[config.mk]
export PLATFORM = sky130hd
export DESIGN_NAME = dual_edge_irq
export DESIGN_NICKNAME = d
export VERILOG_FILES = /design/src/rtl/dual_edge_irq_pkg.sv /design/src/rtl/dual_edge_irq_ctrl.sv /design/src/rtl/dual_edge_irq_dp.sv /design/src/rtl/dual_edge_irq.sv
export SDC_FILE = /design/constraint.sdc
export NUM_CORES = 1
export LEC_CHECK = 0
export ABC_CLOCK_PERIOD_IN_PS = 1400
export BUFFER_PORTS_ARGS = -buffer_cell sky130_fd_sc_hd__buf_2
export CAP_MARGIN = 25
export CORE_AREA = 2 2 39 41
export CTS_CLUSTER_SIZE = 24
export DETAILED_ROUTE_END_ITERATION = 8
export DIE_AREA = 0 0 41 43
export PLACE_DENSITY = 0.44
export SLEW_MARGIN = 40
export SYNTH_ARGS = -nofsm -noshare
export SYNTH_HDL_FRONTEND = slang
export SYNTH_SLANG_ARGS = --single-unit
[constraint.sdc]
create_clock -name clk -period 1.4 [get_ports clk]
set_input_delay 0.14 -clock clk [delete_from_list [all_inputs] [get_ports clk]]
set_output_delay 0.14 -clock clk [all_outputs]
set_load 0.01 [all_outputs]
[src/rtl/dual_edge_irq_pkg.sv]
package dual_edge_irq_pkg;
  // Decoded one-cycle strobes from bus decode to the event datapath
  typedef struct packed {
    logic armOn;    // turn interrupts on
    logic armOff;   // turn interrupts off
    logic clrPend;  // drop the pending request
  } irq_strobe_t;
endpackage

[src/rtl/dual_edge_irq_ctrl.sv]
module dual_edge_irq_ctrl
  import dual_edge_irq_pkg::*;
#(
  parameter int ADDR_W = 4,
  parameter int DATA_W = 8,
  parameter logic [ADDR_W-1:0] OFF_ARM = 4'hB,
  parameter logic [ADDR_W-1:0] OFF_CLR = 4'hF
) (
  input  logic              clk,
  input  logic              rstN,
  input  logic [ADDR_W-1:0] busAddr,
  input  logic              busRd,
  input  logic              busWr,
  input  logic [DATA_W-1:0] busWdata,
  output irq_strobe_t       strobes
);
  logic hitArm, hitClr;
  logic unusedData;

  assign unusedData = ^busWdata;  // any written value has the same effect
  assign hitArm = (busAddr == OFF_ARM);
  assign hitClr = (busAddr == OFF_CLR);

  always_comb begin
    strobes = '0;
    // a read of the arm offset dominates a simultaneous write
    strobes.armOff  = hitArm && busRd;
    strobes.armOn   = hitArm && busWr && !busRd;
    strobes.clrPend = hitClr && busWr;
  end

  // on and off never requested together
  p_arm_excl_r11: assert property (@(posedge clk) disable iff (!rstN)
    !(strobes.armOn && strobes.armOff));
  // no strobe without an access
  p_quiet_bus_r10: assert property (@(posedge clk) disable iff (!rstN)
    (!busRd && !busWr) |-> (strobes == '0));
endmodule

[src/rtl/dual_edge_irq_dp.sv]
module dual_edge_irq_dp
  import dual_edge_irq_pkg::*;
#(
  parameter int NUM_SRC     = 2,
  parameter int SYNC_STAGES = 2
) (
  input  logic               clk,
  input  logic               rstN,
  input  irq_strobe_t        strobes,
  input  logic [NUM_SRC-1:0] srcPin,
  output logic               irqOut
);
  logic [NUM_SRC-1:0] syncLast, syncPrev, riseVec;
  logic riseAny, enabled, pending;

  for (genvar i = 0; i < NUM_SRC; i++) begin : g_sync
    logic [SYNC_STAGES-1:0] chain;
    always_ff @(posedge clk or negedge rstN) begin
      if (!rstN) chain <= '0;
      else       chain <= {chain[SYNC_STAGES-2:0], srcPin[i]};
    end
    assign syncLast[i] = chain[SYNC_STAGES-1];
  end

  always_ff @(posedge clk or negedge rstN) begin
    if (!rstN) syncPrev <= '0;
    else       syncPrev <= syncLast;
  end

  assign riseVec = syncLast & ~syncPrev;
  assign riseAny = |riseVec;

  always_ff @(posedge clk or negedge rstN) begin
    if (!rstN)                enabled <= 1'b0;
    else if (strobes.armOff)  enabled <= 1'b0;
    else if (strobes.armOn)   enabled <= 1'b1;
  end

  // clear and a fresh edge in the same cycle: the edge wins
  always_ff @(posedge clk or negedge rstN) begin
    if (!rstN) pending <= 1'b0;
    else       pending <= (pending && !strobes.clrPend) || (enabled && riseAny);
  end

  assign irqOut = pending && enabled;

  // a disable strobe silences the output on the next edge
  p_off_silences_r6: assert property (@(posedge clk) disable iff (!rstN)
    strobes.armOff |=> !irqOut);
  // pending survives anything but a clear
  p_pend_holds_r7: assert property (@(posedge clk) disable iff (!rstN)
    (pending && !strobes.clrPend) |=> pending);
  // clear without a new edge drops the request
  p_clear_drops_r8: assert property (@(posedge clk) disable iff (!rstN)
    (strobes.clrPend && !riseAny) |=> !pending);
  // an edge coinciding with a clear is kept
  p_edge_kept_r9: assert property (@(posedge clk) disable iff (!rstN)
    (strobes.clrPend && enabled && riseAny) |=> pending);
  // while off and idle nothing can appear
  p_ignore_off_r5: assert property (@(posedge clk) disable iff (!rstN)
    (!enabled && !pending && !strobes.armOn) |=> !irqOut);
endmodule

[src/rtl/dual_edge_irq.sv]
module dual_edge_irq
  import dual_edge_irq_pkg::*;
#(
  parameter int ADDR_W      = 4,
  parameter int DATA_W      = 8,
  parameter int NUM_SRC     = 2,
  parameter int SYNC_STAGES = 2
) (
  input  logic               clk,
  input  logic               rstN,
  input  logic [ADDR_W-1:0]  busAddr,
  input  logic               busRd,
  input  logic               busWr,
  input  logic [DATA_W-1:0]  busWdata,
  input  logic [NUM_SRC-1:0] srcPin,
  output logic               irqOut
);
  irq_strobe_t strobes;

  dual_edge_irq_ctrl #(.ADDR_W(ADDR_W), .DATA_W(DATA_W)) u_ctrl (
    .clk(clk), .rstN(rstN), .busAddr(busAddr), .busRd(busRd),
    .busWr(busWr), .busWdata(busWdata), .strobes(strobes));

  dual_edge_irq_dp #(.NUM_SRC(NUM_SRC), .SYNC_STAGES(SYNC_STAGES)) u_dp (
    .clk(clk), .rstN(rstN), .strobes(strobes), .srcPin(srcPin),
    .irqOut(irqOut));
endmodule

==> results.json <==
{
  "max_freq_mhz": 948.0,
  "routedWlPerCell_um": 10.06,
  "hpwl_um": 388.1,
  "num_rows": 14,
  "coreArea_um2": 1384,
  "peakVddDrop_mv": 0.4405,
  "viasPerCell": 4.000,
  "status": "complete, no violations",
  "cts_tree": "yes",
  "hp-class": "input port to flop",
  "path_max_fanout": 3,
  "m1WireLength_um": 194,
  "drt_iter0_drc": 2,
  "wl_met3_um": 24,
  "antenna_cells": 0,
  "place.gp.congestion": 0.6311,
  "drt_pass1_iterations": 4,
  "syn_to_final_growth_pct": 46.23,
  "drv_slew": 0,
  "syn_area_um2": 265.3,
  "post_cts_buffers": 0,
  "portBuffers": 10,
  "cts_resized": 0,
  "post-place-cells": 44,
  "grt_pass1_vias": 214,
  "finalSetupViolations": 0,
  "maxCapViolCount": 0,
  "synth_compound_area_frac": 0.1226,
  "rsz0062_at_grt": "false",
  "highest_layer": "met3",
  "crit_arrival_ns": 0.91,
  "cts_htree_levels": 1,
  "required_ns": 1.26,
  "finalCritPeriodShare": 0.7535,
  "powerDensity_nw_per_um2": 1265,
  "synth_top_family_by_area": "compound AO/OA/AOI/OAI gates",
  "syn_inst": 18,
  "drive_gt1_frac": 0.4118,
  "yosysWarnings": 0,
  "hold_violations": 0,
  "fin_nets": 54,
  "syn_area_per_cell_um2": 14.74,
  "initial_core_util": 0.1917,
  "relSlewSlack": 0.8696,
  "pin_count": 19,
  "track_usage": 0.08045,
  "grt_max_degree": 9,
  "tns_ns": 0,
  "worstSkewPairLatency_ns": 0.25,
  "die_h_um": 43,
  "yosysSeqAreaShare": 0.7547,
  "wl_met2_um": 284,
  "clk_path_buf_depth": 2,
  "tightestPinTransition_ns": 0.1930,
  "instances_no_fill": 50,
  "ant_nets": 0,
  "drc": 0,
  "root_buffer": "clkbuf_4",
  "synth-seq-cells": 8,
  "netlist-cell-type-count": 8,
  "syn_nets": 36,
  "skew_ns": 0.004556,
  "leakagePower_nw": 0.1914,
  "setup_slack_ns": 0.3452,
  "worst_setup_path_start_kind": "flop",
  "critPathCaptureType": "primary output",
  "via_count": 200,
  "hold_buffers": 3,
  "nFillCells": 133,
  "dieArea_um2": 1763,
  "clock_sinks": 8,
  "crit_type": "flop to primary output",
  "overflow": 0,
  "synthSimpleGateAreaFrac": 0.08019,
  "clk_pin_slew_ns": 0.05,
  "pre_cts_ws_ns": 0.5460,
  "synth_mux_area_frac": 0,
  "synthAdderAreaFrac": 0,
  "cts_made_buffers": 3,
  "antenna_found_initial": 0,
  "period_needed_ns": 1.055,
  "finalWirelength_um": 503,
  "fp.dieW_um": 41,
  "grt_first_pass_wirelength_um": 869,
  "synthXorXnorAreaFrac": 0
}
==> worst paths after layout <==
path / slack, ns / startpoint / cells after the start / to
min reg2reg: 0.35 / u_dp.g_sync[1].chain[0] / 0 / u_dp.g_sync[1].chain[1]
max in group asynchronous: 0.97 / rstN / 2 / u_dp.g_sync[1].chain[0]
min: 0.13 / busRd / 2 / u_dp.enabled
max reg2reg: 0.57 / u_dp.g_sync[0].chain[1] / 3 / u_dp.pending
min in group asynchronous: 0.26 / rstN / 2 / u_dp.pending
max: 0.35 / u_dp.enabled / 2 / irqOut
==> placed cells by master, fill, tap and decap left out <==
cell type	n
a22o_1	1
o22ai_1	1
clkbuf_4	3
nand4_1	1
buf_2	10
and2_1	1
dlygate4sd3_1	3
inv_1	3
and2_4	1
a41oi_1	2
dfrtp_1	8
==> cell families (layout without fill, tap and decap cells) <==
| family | Yosys count | after routing |
|---|---|---|
| AND/OR/NAND/NOR | 3 | 3 |
| buffers and inverters | 3 | 19 |
| flip-flops | 8 | 8 |
| AO/OA/AOI/OAI | 4 | 4 |
==> through the flow <==
step	cell area (µm²)	hold WS, ns	total power [mW]	utilization
floorplan	265.3	-0.1556	0.2896	-
global placement	335.3	-0.01398	0.3171	0.2423
detailed placement	335.3	-0.006025	0.3219	0.2423
CTS	387.9	0.1288	0.5028	0.2803
global route	387.9	0.1303	0.5270	0.2803
finish	387.9	0.1297	0.4907	0.2803
==> critical path, cell delays in order (launching register included) <==
cell	delay, ns
dfrtp_1	0.39
and2_1	0.15
buf_2	0.13
==> area by class of cell <==
| class | count | area (µm²) | share of cell area |
|---|---|---|---|
| Tap cell | 16 | 20.02 | 0.05161 |
| Clock buffer | 3 | 22.52 | 0.05806 |
| Sequential cell | 8 | 200.2 | 0.5161 |
| Timing Repair Buffer | 13 | 80.08 | 0.2065 |
| Inverter | 3 | 11.26 | 0.02903 |
| Multi-Input combinational cell | 7 | 53.80 | 0.1387 |
==> layer usage <==
metal  vias up  global-route usage
met4         0             0.02000
met1        96             0.07407
met5         -                   0
met3         0             0.07853
met2         7              0.1219
li1         97                   -
==> power breakdown <==
group          leakage [nW]  switching (mW)  internal (mW)  total (mW)
Combinational        0.0861          0.0270         0.0356      0.0626
Clock                0.0138          0.0700         0.0975       0.167
Sequential           0.0915         0.00931          0.251       0.261
Total                 0.191           0.106          0.384       0.491
==> synthesized netlist by cell type (all sizes together) <==
library cell  instances  area (µm²)
inv                   3       11.26
dfrtp                 8       200.2
o22ai                 1       6.260
nand4                 1       6.260
a41oi                 2       17.52
and2                  2       15.02
a22o                  1       8.760
==> flip-flops by register name (all words and copies together), names as in the netlist <==
name,cells
u_dp.enabled,1
u_dp.pending,1
u_dp.syncPrev,2
u_dp.g_sync.chain,4
(Power assumes the default switching activity.)
